$ cat config.mk
export PLATFORM = sky130hd
export DESIGN_NAME = sa_dma_chan
export DESIGN_NICKNAME = d
export VERILOG_FILES = /design/src/rtl/sa_dma_pkg.sv /design/src/rtl/sa_dma_cfg_check.sv /design/src/rtl/sa_dma_addr_cnt.sv /design/src/rtl/sa_dma_ctrl.sv /design/src/rtl/sa_dma_chan.sv
export SDC_FILE = /design/constraint.sdc
export NUM_CORES = 1
export LEC_CHECK = 0
export BUFFER_PORTS_ARGS = -buffer_cell sky130_fd_sc_hd__buf_2
export CAP_MARGIN = 20
export CORE_MARGIN = 3
export CORE_UTILIZATION = 35
export CTS_CLUSTER_DIAMETER = 100
export DETAILED_ROUTE_END_ITERATION = 8
export GPL_ROUTABILITY_DRIVEN = 1
export SLEW_MARGIN = 20
export SYNTH_ARGS = -nofsm -noshare
export SYNTH_HDL_FRONTEND = slang
export SYNTH_SLANG_ARGS = --single-unit
$ cat constraint.sdc
create_clock -name clk -period 7 [get_ports clk]
set_clock_uncertainty 0.1 [all_clocks]
set_input_delay 0.35 -clock clk [delete_from_list [all_inputs] [get_ports clk]]
set_output_delay 0.35 -clock clk [all_outputs]
set_load 0.1 [all_outputs]
$ cat src/rtl/sa_dma_pkg.sv
package sa_dma_pkg;

  localparam logic [1:0] DIR_M2P  = 2'd0;
  localparam logic [1:0] DIR_P2M  = 2'd1;
  localparam logic [1:0] DIR_FILL = 2'd2;
  localparam logic [1:0] DIR_RSVD = 2'd3;

  typedef enum logic [1:0] {
    ST_IDLE = 2'd0,
    ST_WAIT = 2'd1,
    ST_REQ  = 2'd2
  } chan_st_e;

  // log2 of the beat size in bytes: codes 0..3 -> 0..3, codes 4..7 -> 5..8
  function automatic logic [3:0] beat_log2(input logic [2:0] code);
    return code[2] ? ({1'b0, code} + 4'd1) : {1'b0, code};
  endfunction

  // number of low address bits governed by the size
  function automatic logic [1:0] align_bits(input logic [2:0] code);
    return code[2] ? 2'd3 : code[1:0];
  endfunction

  function automatic logic [2:0] align_mask(input logic [2:0] code);
    logic [2:0] m;
    case (align_bits(code))
      2'd0:    m = 3'b000;
      2'd1:    m = 3'b001;
      2'd2:    m = 3'b011;
      default: m = 3'b111;
    endcase
    return m;
  endfunction

endpackage

$ cat src/rtl/sa_dma_cfg_check.sv
module sa_dma_cfg_check
  import sa_dma_pkg::*;
#(
  parameter int CW = 16,
  parameter int IW = 8
) (
  input  logic [2:0]    size_code,
  input  logic [1:0]    dir,
  input  logic [2:0]    addr_lo,
  input  logic [IW-1:0] inc,
  input  logic [CW-1:0] count,
  output logic          cfg_ok
);

  localparam logic [IW-1:0] INC_UP8 = IW'(8);
  localparam logic [IW-1:0] INC_DN8 = ~INC_UP8 + IW'(1);

  logic [2:0]    amask;
  logic [CW-1:0] cmask;
  logic          inc_neg, inc_zero;
  logic          burst_ok, zero_ok, addr_ok, cnt_ok, dir_ok;

  always_comb begin
    amask    = align_mask(size_code);
    cmask    = (CW'(1) << beat_log2(size_code)) - CW'(1);
    inc_neg  = inc[IW-1];
    inc_zero = (inc == '0);
    // bursts only accept a double-word step or none
    burst_ok = !size_code[2] || inc_zero || (inc == INC_UP8) || (inc == INC_DN8);
    // a fixed address only makes sense when memory is read
    zero_ok  = !inc_zero || (dir == DIR_M2P);
    // descending starts carry ones in the alignment bits
    addr_ok  = inc_neg ? ((addr_lo & amask) == amask)
                       : ((addr_lo & amask) == 3'b000);
    cnt_ok   = (count != '0) && ((count & cmask) == '0);
    dir_ok   = (dir != DIR_RSVD);
    cfg_ok   = burst_ok && zero_ok && addr_ok && cnt_ok && dir_ok;
  end

endmodule

$ cat src/rtl/sa_dma_addr_cnt.sv
module sa_dma_addr_cnt
  import sa_dma_pkg::*;
#(
  parameter int AW = 32,
  parameter int CW = 16,
  parameter int IW = 8
) (
  input  logic          clk,
  input  logic          rst_n,
  input  logic          load,
  input  logic          step_en,
  input  logic [AW-1:0] ld_addr,
  input  logic [IW-1:0] ld_inc,
  input  logic [CW-1:0] ld_count,
  input  logic [2:0]    ld_size,
  input  logic [1:0]    ld_dir,
  output logic [AW-1:0] bus_addr,
  output logic [2:0]    size_q,
  output logic [1:0]    dir_q,
  output logic          last
);

  localparam int PADW = AW - IW;

  logic [AW-1:0] addr_q;
  logic [CW-1:0] cnt_q;
  logic [IW-1:0] inc_q;
  logic [AW-1:0] step;
  logic [CW-1:0] beat_bytes;

  always_comb begin
    beat_bytes = CW'(1) << beat_log2(size_q);
    step       = {{PADW{inc_q[IW-1]}}, inc_q};
    if (size_q[2]) begin
      step = step << (beat_log2(size_q) - 4'd3);
    end
    bus_addr = addr_q & ~{{(AW-3){1'b0}}, align_mask(size_q)};
    last     = (cnt_q == beat_bytes);
  end

  always_ff @(posedge clk or negedge rst_n) begin
    if (!rst_n) begin
      addr_q <= '0;
      cnt_q  <= '0;
      inc_q  <= '0;
      size_q <= '0;
      dir_q  <= DIR_M2P;
    end else if (load) begin
      addr_q <= ld_addr;
      cnt_q  <= ld_count;
      inc_q  <= ld_inc;
      size_q <= ld_size;
      dir_q  <= ld_dir;
    end else if (step_en) begin
      addr_q <= addr_q + step;
      cnt_q  <= cnt_q - beat_bytes;
    end
  end

endmodule

$ cat src/rtl/sa_dma_ctrl.sv
module sa_dma_ctrl
  import sa_dma_pkg::*;
(
  input  logic       clk,
  input  logic       rst_n,
  input  logic       start,
  input  logic       cfg_ok,
  input  logic       err_clr,
  input  logic       periph_dreq,
  input  logic       mem_req_ready,
  input  logic       last,
  input  logic [1:0] dir_q,
  output logic       load,
  output logic       req_valid,
  output logic       fire,
  output logic       busy,
  output logic       done,
  output logic       err_flag
);

  chan_st_e st_q, st_d;
  logic     idle, reject, go;

  always_comb begin
    idle      = (st_q == ST_IDLE);
    load      = start && idle && cfg_ok;
    reject    = start && idle && !cfg_ok;
    req_valid = (st_q == ST_REQ);
    fire      = req_valid && mem_req_ready;
    busy      = !idle;
    go        = (dir_q == DIR_FILL) || periph_dreq;
    st_d      = st_q;
    case (st_q)
      ST_IDLE: if (load) st_d = ST_WAIT;
      ST_WAIT: if (go)   st_d = ST_REQ;
      ST_REQ:  if (fire) st_d = last ? ST_IDLE : ST_WAIT;
      default: st_d = ST_IDLE;
    endcase
  end

  always_ff @(posedge clk or negedge rst_n) begin
    if (!rst_n) begin
      st_q     <= ST_IDLE;
      done     <= 1'b0;
      err_flag <= 1'b0;
    end else begin
      st_q <= st_d;
      if (load) begin
        done <= 1'b0;
      end else if (fire && last) begin
        done <= 1'b1;
      end
      if (reject) begin
        err_flag <= 1'b1;
      end else if (err_clr) begin
        err_flag <= 1'b0;
      end
    end
  end

endmodule

$ cat src/rtl/sa_dma_chan.sv
module sa_dma_chan
  import sa_dma_pkg::*;
#(
  parameter int AW = 32,
  parameter int CW = 16,
  parameter int IW = 8
) (
  input  logic          clk,
  input  logic          rst_n,
  input  logic          start,
  input  logic [2:0]    cfg_size,
  input  logic [1:0]    cfg_dir,
  input  logic [AW-1:0] cfg_src_addr,
  input  logic [IW-1:0] cfg_src_inc,
  input  logic [CW-1:0] cfg_count,
  input  logic [AW-1:0] cfg_dst_addr,
  input  logic [IW-1:0] cfg_dst_inc,
  input  logic          err_clr,
  output logic          err_flag,
  output logic          busy,
  output logic          done,
  output logic          mem_req_valid,
  input  logic          mem_req_ready,
  output logic [AW-1:0] mem_req_addr,
  output logic [2:0]    mem_req_size,
  output logic          mem_req_write,
  input  logic          periph_dreq,
  output logic          periph_dack
);

  logic       cfg_ok, load, fire, last;
  logic [1:0] dir_q;

  // destination fields play no part in fly-by transfers
  logic unused_dst;
  assign unused_dst = ^{cfg_dst_addr, cfg_dst_inc};

  sa_dma_cfg_check #(.CW(CW), .IW(IW)) chk_cfg_i (
    .size_code (cfg_size),
    .dir       (cfg_dir),
    .addr_lo   (cfg_src_addr[2:0]),
    .inc       (cfg_src_inc),
    .count     (cfg_count),
    .cfg_ok    (cfg_ok)
  );

  sa_dma_addr_cnt #(.AW(AW), .CW(CW), .IW(IW)) dp_i (
    .clk      (clk),
    .rst_n    (rst_n),
    .load     (load),
    .step_en  (fire),
    .ld_addr  (cfg_src_addr),
    .ld_inc   (cfg_src_inc),
    .ld_count (cfg_count),
    .ld_size  (cfg_size),
    .ld_dir   (cfg_dir),
    .bus_addr (mem_req_addr),
    .size_q   (mem_req_size),
    .dir_q    (dir_q),
    .last     (last)
  );

  sa_dma_ctrl ctrl_i (
    .clk           (clk),
    .rst_n         (rst_n),
    .start         (start),
    .cfg_ok        (cfg_ok),
    .err_clr       (err_clr),
    .periph_dreq   (periph_dreq),
    .mem_req_ready (mem_req_ready),
    .last          (last),
    .dir_q         (dir_q),
    .load          (load),
    .req_valid     (mem_req_valid),
    .fire          (fire),
    .busy          (busy),
    .done          (done),
    .err_flag      (err_flag)
  );

  assign mem_req_write = (dir_q != DIR_M2P);
  assign periph_dack   = fire && (dir_q != DIR_FILL);

endmodule

==> results.yml, run 1 <==
status:
  status: "finished, final reports clean"
grt:
  grt.total_usage_pct: 18.58
  grt_max_degree: 74
  grt_pass1_wl_um: 30240
  grt.overflow.total: 0
  antenna_found_initial: 0
  grt_pass1_vias: 5831
synth:
  yosysUniqueCellTypes: 70
  synth_enable_flop_cells: 0
  syn-cell-area_mm2: 0.006452
  synth_nets: 958
  async_flop_share_pct: 100.0
  synth_seq_cells: 65
  syn_avg_cell_area_um2: 8.147
  netlist_instances: 792
  synth_top_area_share_pct: 25.21
  synthTopCellsByCount: "nand2_1, dfrtp_1, ha_1, o21ai_0, nor2_1"
  ys_seq_area_share_pct: 25.21
  yosys-top-cells-area: "dfrtp_1, ha_1, o21ai_0"
  yosys.area.top_type: "dfrtp_1"
  ys_warn_count: 0
  ys.flop_type: "dfrtp_1"
  yosysMostFrequentCell: "nand2_1"
clock_tree:
  clkLatencyLatePin_ns: 0.34
  clkTransAtPathRegs_ns: 0.06
  clockBufferDepth: 2
  cts_resized: 0
  cts_sinks: 65
  cts_inserted_buffers: 9
  post-cts-setup-buffers: 0
  htree_levels: 3
  hold_buffers: 0
  cts_root_buf: "clkbuf_16"
  cts_tree: "built"
floorplanning:
  dieArea_mm2: 0.02010
  boundaryPins: 148
  core-area_mm2: 0.01802
  start_util_pct: 35.80
  num_rows: 49
  die_x_um: 141.8
  fp.dieH_um: 141.8
timing:
  period_minus_slack_ns: 6.097
  fin_crit_sh_pct: 87.10
  maxSlewViolCount: 0
  setup-tns-final_ns: 0
  tightest_slew_ns: 0.9344
  rsz0062_at_grt: "no"
  max_freq_ghz: 0.1640
  relSlewSlack_pct: 37.71
  hold_violations: 0
  setup_viol: 0
routing:
  wl_per_cell_um: 17.52
  drt_iter0_markers: 401
  remaining_drc_errors: 0
  wl_um: 18970
  vias_per_cell: 5.678
  dr.pass1.iters: 5
  vias: 6149
  antenna_left: 0
placed_design:
  dp_hpwl_um: 13870
  globalplace.congestion: 0.8893
  io_buffers: 107
critical_path:
  cp-start-kind: "flip-flop"
  end_kind: "flip-flop"
  crit_required_ns: 7.13
  worstPathArrival_ns: 6.22
  critical_path_class: "reg2reg"
  crit_fanout: 23
finish:
  final_nets: 1015
  drive_above_1_share_pct: 18.03
  seq_area_mm2: 0.001627
  multiInputGateArea_mm2: 0.004323
  antenna_cells: 0
  fill_cells: 1943
  syn_to_final_growth_pct: 12.45
flow_run:
  cap_violations: 0
worst_hold_path:
  holdCritPathClass: "in2reg"
==> path summary, 6_finish.rpt <==
kind	cells past startpoint	slack [ns]	startpoint	end
min	2	0.10	err_clr	ctrl_i.err_flag
min reg2reg	1	0.40	ctrl_i.st_q[1]	ctrl_i.st_q[1]
max in group asynchronous	2	6.11	rst_n	dp_i.inc_q[6]
min in group asynchronous	2	0.11	rst_n	dp_i.addr_q[27]
max reg2reg	23	0.90	dp_i.size_q[2]	dp_i.addr_q[31]
max	23	0.90	dp_i.size_q[2]	dp_i.addr_q[31]
==> stage by stage <==
stage          area (um2)  worst slack, ns  std cells  utilization [%]  hold slack (ns)
2_1_floorplan        6452            1.022        792                -         -0.04559
3_3_place_gp         6944           0.9886       1067            38.53           0.3873
3_5_place_dp         6944           0.9376       1067            38.53           0.3999
4_1_cts              7256           0.9170       1083            40.25          0.08875
5_1_grt              7256           0.3061       1083            40.25          0.08957
6_report             7256           0.9033       1083            40.25           0.1040
==> sequential cells by signal, summed over array words and instances (netlist names) <==
register and flops:
dp_i.inc_q 8, ctrl_i.st_q 2, dp_i.addr_q 32, dp_i.cnt_q 16, dp_i.size_q 3, dp_i.dir_q 2
ctrl_i.err_flag 1, ctrl_i.done 1
==> metal layers <==
layer / routed length (um) / up-vias / part of all wire [%] / global-route usage, %
met5: 0 / - / 0 / 0
met4: 237 / 0 / 1.2 / 4.293
met3: 882 / 18 / 4.6 / 3.910
met2: 8934 / 159 / 47 / 30.48
met1: 8916 / 2921 / 47 / 25.15
li1: - / 3051 / - / -
==> layout by cell type, fill, tap and decap left out, types with 10 or more instances in the layout <==
cell      instances
buf_2           107
nand2_1          69
dfrtp_1          65
ha_1             57
o21ai_0          54
nor2_1           51
a21oi_1          50
inv_1            31
a22oi_1          24
a221o_1          23
nand3_1          22
o21ai_1          22
xnor2_1          20
a21o_1           19
xor2_1           18
nor3_1           15
nor2b_1          12
a31oi_1          12
and3_1           11
nand2b_1         10
==> critical path, stage by stage (launching register included) <==
cell      delay [ns]
dfrtp_1         0.32
buf_4           0.25
clkinv_1        0.26
ha_1            0.34
buf_4           0.19
inv_2           0.12
ha_1            0.65
o21ai_0         0.22
mux2i_1         0.23
nor2_1          0.06
a41oi_1         0.23
nor2_1          0.06
a21oi_1         0.12
o21ai_0         0.09
ha_1            0.37
a21oi_1         0.24
o21ai_0         0.20
a311o_1         0.40
nor4_1          0.53
o21ai_0         0.20
a31oi_1         0.22
xnor2_1         0.15
a21oi_1         0.10
a221o_1         0.32
==> final cells by class <==
cell class | count | area share, %
clock buffer | 10 | 3.156
sequential | 65 | 22.42
inverter | 34 | 1.759
multi-input combinational | 626 | 59.58
tap | 229 | 3.949
timing repair buffer | 113 | 8.001
clock inverter | 6 | 1.138
==> logic make-up (layout without fill, tap and decap cells) <==
group           after synthesis  in the layout  synth area share (%)
compound gates              281            281                 29.61
xor+xnor                     38             38                 5.158
fa+ha+maj                    59             59                 11.67
buf+inv                     101            163                 8.086
flops                        65             65                 25.21
mux                          16             16                 2.792
simple gates                232            232                 17.47
Power of run 1 is left out: the tool's default activity adds up to more than one toggle a clock period on the data nets, which glitch-free logic cannot reach.
==> run 2: changes to the inputs <==
Clock period 7 ns to 5.4 ns, I/O delays scaled along.
==> run 2 against run 1 <==
  * Count of clock-buffer cells in the layout grew 4
  * Register-to-register slack worse by 0.48 ns
  * Sequential share of layout area fell by 0.24 points
  * Critical path type unchanged
==> results.yml, run 2 (synthesized netlist as in run 1, its figures left out) <==
timing:
  tightest_slew_ns: 1.015
  fin_crit_sh_pct: 92.22
  maxSlewViolCount: 0
  setup-tns-final_ns: 0
  hold_violations: 0
  rsz0062_at_grt: "no"
  setup_viol: 0
  relSlewSlack_pct: 32.13
  max_freq_ghz: 0.2008
  period_minus_slack_ns: 4.980
critical_path:
  critPathLaunch: "dp_i.size_q[2]"
  path_common_cell: "o21ai_0"
  crit_buf_inv: 4
  crit_fanout: 11
  cp-start-kind: "flip-flop"
  r2r_cells: 22
  worstPathArrival_ns: 5.10
  critical_path_class: "reg2reg"
  max_stage_delay_ns: 0.44
  r2r_start: "dp_i.size_q[2]"
  cp_top_family: "compound AO/OA/AOI/OAI gates"
  cp_slowest_cell: "dfrtp_4"
  end_kind: "flip-flop"
  path_cells: "clkinv_1 -> ha_1 -> inv_2 -> ha_2 -> buf_4 -> mux2i_1 -> o21ai_1 -> nand2_1 -> nor2_1 -> a31oi_1 -> o21ai_0 -> ha_1 -> a21oi_1 -> o21ai_0 -> a311o_1 -> nor4_1 -> buf_4 -> o21ai_0 -> a31oi_1 -> xnor2_1 -> a21oi_1 -> a221o_1"
  path_depth: 22
  crit_required_ns: 5.52
floorplanning:
  core-area_mm2: 0.01802
  die_x_um: 141.8
  num_rows: 49
  boundaryPins: 148
  fp.dieH_um: 141.8
  start_util_pct: 35.80
  dieArea_mm2: 0.02010
finish:
  top_register: "dp_i.addr_q"
  final_common_cell: "buf_2"
  multiInputGateArea_mm2: 0.004342
  instances_no_fill: 1096
  syn_to_final_growth_pct: 14.08
  final_cell_mix: "buf_2, nand2_1, dfrtp_1, ha_1, o21ai_0"
  antenna_cells: 0
  seq_area_mm2: 0.001633
  utilization_pct: 40.84
  final_nets: 1028
  top_regs: "dp_i.addr_q (32), dp_i.cnt_q (16), dp_i.inc_q (8)"
  post-route-cell-area_mm2: 0.007361
  fill_cells: 1875
  drive_above_1_share_pct: 20.18
  largest_reg_flops: 32
clock_tree:
  post-cts-setup-buffers: 0
  cts_tree: "built"
  htree_levels: 3
  clockBufferDepth: 2
  clkLatencyLatePin_ns: 0.34
  hold_buffers: 0
  cts_inserted_buffers: 9
  cts_root_buf: "clkbuf_16"
  clkTransAtPathRegs_ns: 0.06
  cts_sinks: 65
grt:
  grt.total_usage_pct: 18.87
  grt_use_met1_pct: 26.67
  antenna_found_initial: 0
  grtUsageMet3_pct: 3.269
  grt_pass1_vias: 5920
  grt_busiest_layer: "met2"
  gr-usage-met2_pct: 30.20
  grt_max_degree: 66
  grt.overflow.total: 0
  grt_pass1_wl_um: 30890
routing:
  dr.pass1.iters: 5
  vias_per_cell: 5.746
  drt_iter0_markers: 465
  remaining_drc_errors: 0
  antenna_left: 0
  wl_per_cell_um: 17.48
  wl_um: 19160
  vias: 6298
placed_design:
  io_buffers: 107
  dp.cells: 1080
  globalplace.congestion: 0.8752
  dp_hpwl_um: 14590
  dpl_cell_area_mm2: 0.007048
worst_hold_path:
  holdCritPathClass: "in2async"
flow_run:
  cap_violations: 0
status:
  status: "finished, final reports clean"
run 2: worst reg2reg max path, delay by kind of cell, from the launching register on:
family	cells	cell delay (ns)
XOR/XNOR	1	0.15
AO/OA/AOI/OAI	10	1.85
adder cells (fa/ha/maj)	3	1.16
flip-flops	1	0.44
buffers and inverters	4	0.56
AND/OR/NAND/NOR	3	0.37
multiplexers	1	0.26
run 2: path summary, 6_finish.rpt:
check                                   to  slack [ns]
min in group clk           ctrl_i.err_flag        0.02
max reg2reg                dp_i.addr_q[31]        0.42
min                        dp_i.addr_q[27]        0.02
max in group asynchronous   dp_i.size_q[2]        4.49
min reg2reg                 dp_i.addr_q[0]        0.41
max                        dp_i.addr_q[31]        0.42
run 2: final cells by class:
class / instances / area share (%)
Timing Repair Buffer: 126 / 9.213
Tap cell: 229 / 3.893
Sequential cell: 65 / 22.18
Inverter: 34 / 1.734
Clock buffer: 14 / 3.859
Clock inverter: 2 / 0.1360
Multi-Input combinational cell: 626 / 58.98
run 2: per-stage QoR:
stage	worst slack [ns]	hold WS (ns)
3_3_place_gp	0.3254	0.3678
5_1_grt	0.01946	0.02516
4_1_cts	0.2824	0.006603
2_1_floorplan	0.1103	-0.1256
6_report	0.4203	0.01784
3_5_place_dp	0.2876	0.3673
run 2: timing repair:
item                       4_1_cts  5_1_grt
hold endpoints to repair         0        0
setup endpoints to repair        0        4
resized for setup                0        6
run 2: per-layer routing:
metal / up-vias / share of wire [%]
li1: 3083 / -
met1: 3049 / 47
met2: 147 / 47
met3: 19 / 4.7
met4: 0 / 1.3
met5: - / 0
Power of run 2 is left out for the same reason.
==> run 3: changes to the inputs <==
Settings changed: CORE_ASPECT_RATIO from default to 0.6, CTS_CLUSTER_SIZE from default to 8.
==> run 3 against run 2 <==
  * Wire length is 4.5% higher
  * Worst setup slack worse by 0.064 ns
  * Global-route usage grew 0.56 points
  * Flip-flop and latch count unchanged
  * Maximum frequency is 1.3% lower
  * First-iteration DRC count rose by 44%
  * Register-to-register slack worse by 0.06 ns
  * Sequential share of layout area down 0.20 points
  * Count of clock-buffer cells in the layout down 1
  * Largest cell class unchanged
==> results.yml, run 3 (synthesized netlist as in run 1, its figures left out) <==
grt:
  grt_pass1_wl_um: 31820
  antenna_found_initial: 2
  grt.overflow.total: 0
  grt.total_usage_pct: 19.43
  grt_max_degree: 74
  grt_pass1_vias: 5610
clock_tree:
  clockBufferDepth: 2
  cts_root_buf: "clkbuf_16"
  cts_sinks: 65
  clkTransAtPathRegs_ns: 0.06
  cts_tree: "built"
  hold_buffers: 0
  clkLatencyLatePin_ns: 0.33
  htree_levels: 3
  cts_inserted_buffers: 9
  cts_resized: 0
  post-cts-setup-buffers: 0
floorplanning:
  fp.dieH_um: 111.2
  boundaryPins: 148
  start_util_pct: 36.68
  dieArea_mm2: 0.02015
  die_x_um: 181.3
  core-area_mm2: 0.01759
  num_rows: 37
timing:
  relSlewSlack_pct: 39.17
  setup-tns-final_ns: 0
  period_minus_slack_ns: 5.044
  maxSlewViolCount: 0
  max_freq_ghz: 0.1983
  hold_violations: 0
  tightest_slew_ns: 0.9125
  fin_crit_sh_pct: 93.40
  setup_viol: 0
critical_path:
  cp_slowest_cell: "dfrtp_4"
  worstPathArrival_ns: 5.14
  end_kind: "flip-flop"
  path_depth: 22
  crit_required_ns: 5.50
  critical_path_class: "reg2reg"
  path_cells: "clkinv_1 -> ha_1 -> inv_4 -> ha_2 -> buf_4 -> mux2i_1 -> o21ai_0 -> nand2_1 -> nor2_1 -> a31oi_1 -> o21ai_0 -> ha_1 -> buf_4 -> nand3_1 -> o211ai_1 -> a41oi_1 -> o31ai_2 -> a221oi_1 -> o21ai_1 -> a221oi_2 -> mux2i_1 -> o21ai_1"
  max_stage_delay_ns: 0.50
  crit_fanout: 13
  cp_top_family: "compound AO/OA/AOI/OAI gates"
  cp-start-kind: "flip-flop"
  r2r_cells: 22
  crit_buf_inv: 4
placed_design:
  dpl_cell_area_mm2: 0.007077
  io_buffers: 107
  dp_hpwl_um: 15240
  globalplace.congestion: 0.8976
routing:
  remaining_drc_errors: 0
  dr.pass1.iters: 5
  vias_per_cell: 5.616
  vias: 6189
  wl_per_cell_um: 18.17
  wl_um: 20030
  antenna_left: 0
  drt_iter0_markers: 671
flow_run:
  cap_violations: 0
finish:
  post-route-cell-area_mm2: 0.007427
  syn_to_final_growth_pct: 15.11
  top_register: "dp_i.addr_q"
  final_common_cell: "buf_2"
  top_regs: "dp_i.addr_q (32), dp_i.cnt_q (16), dp_i.inc_q (8)"
  final_nets: 1028
  largest_reg_flops: 32
  final_cell_mix: "buf_2, nand2_1, dfrtp_1, ha_1, o21ai_0"
  drive_above_1_share_pct: 20.42
worst_hold_path:
  worstHoldPathCells: 2
  holdCritPathClass: "in2reg"
status:
  status: "finished, final reports clean"
[run 3: area by class of cell]
cell class | count | area, um2
well taps | 234 | 292.8
flip-flops and latches | 65 | 1633
inverters | 34 | 130.1
clock inverters | 3 | 40.04
fillers | 1803 | 10160
multi-input cells | 626 | 4365
repair buffers | 126 | 703.2
clock buffers | 13 | 260.3
diodes | 1 | 2.502
[run 3: layer usage]
| layer | global-route usage, % | wire [um] | share of wire, % | vias to the layer above |
|---|---|---|---|---|
| met5 | 0 | 7 | 0.035 | - |
| met4 | 2.535 | 108 | 0.54 | 2 |
| met3 | 6.098 | 1722 | 8.6 | 13 |
| met2 | 24.36 | 7425 | 37 | 244 |
| met1 | 31.94 | 10760 | 54 | 2853 |
| li1 | - | - | - | 3077 |
[run 3: path summary, 6_finish.rpt]
kind,startpoint,to,slack [ns]
setup / recovery,dp_i.size_q[2],dp_i.addr_q[30],0.36
hold / removal,err_clr,ctrl_i.err_flag,0.02
setup reg to reg,dp_i.size_q[2],dp_i.addr_q[30],0.36
hold reg to reg,ctrl_i.st_q[1],ctrl_i.st_q[1],0.42
max in group asynchronous,rst_n,dp_i.size_q[2],4.47
min in group asynchronous,rst_n,dp_i.addr_q[4],0.05
[run 3: worst reg2reg max path, stage by stage (launching register included)]
cell	delay (ns)
dfrtp_4	0.50
clkinv_1	0.12
ha_1	0.38
inv_4	0.09
ha_2	0.37
buf_4	0.17
mux2i_1	0.21
o21ai_0	0.17
nand2_1	0.11
nor2_1	0.04
a31oi_1	0.17
o21ai_0	0.10
ha_1	0.31
buf_4	0.16
nand3_1	0.13
o211ai_1	0.13
a41oi_1	0.27
o31ai_2	0.15
a221oi_1	0.41
o21ai_1	0.22
a221oi_2	0.32
mux2i_1	0.22
o21ai_1	0.07
[run 3: metrics by stage]
step	instances	hold WS, ns	setup WS, ns	util, %
after floorplan	792	-0.1256	0.1103	-
after global routing	1101	0.02069	-0.007944	42.20
after CTS	1101	0.01620	0.04289	41.93
after detailed placement	1085	0.3743	0.08515	40.23
final	1102	0.02462	0.3562	42.22
after global placement	1085	0.3746	0.2202	40.23
Power of run 3 is left out for the same reason.
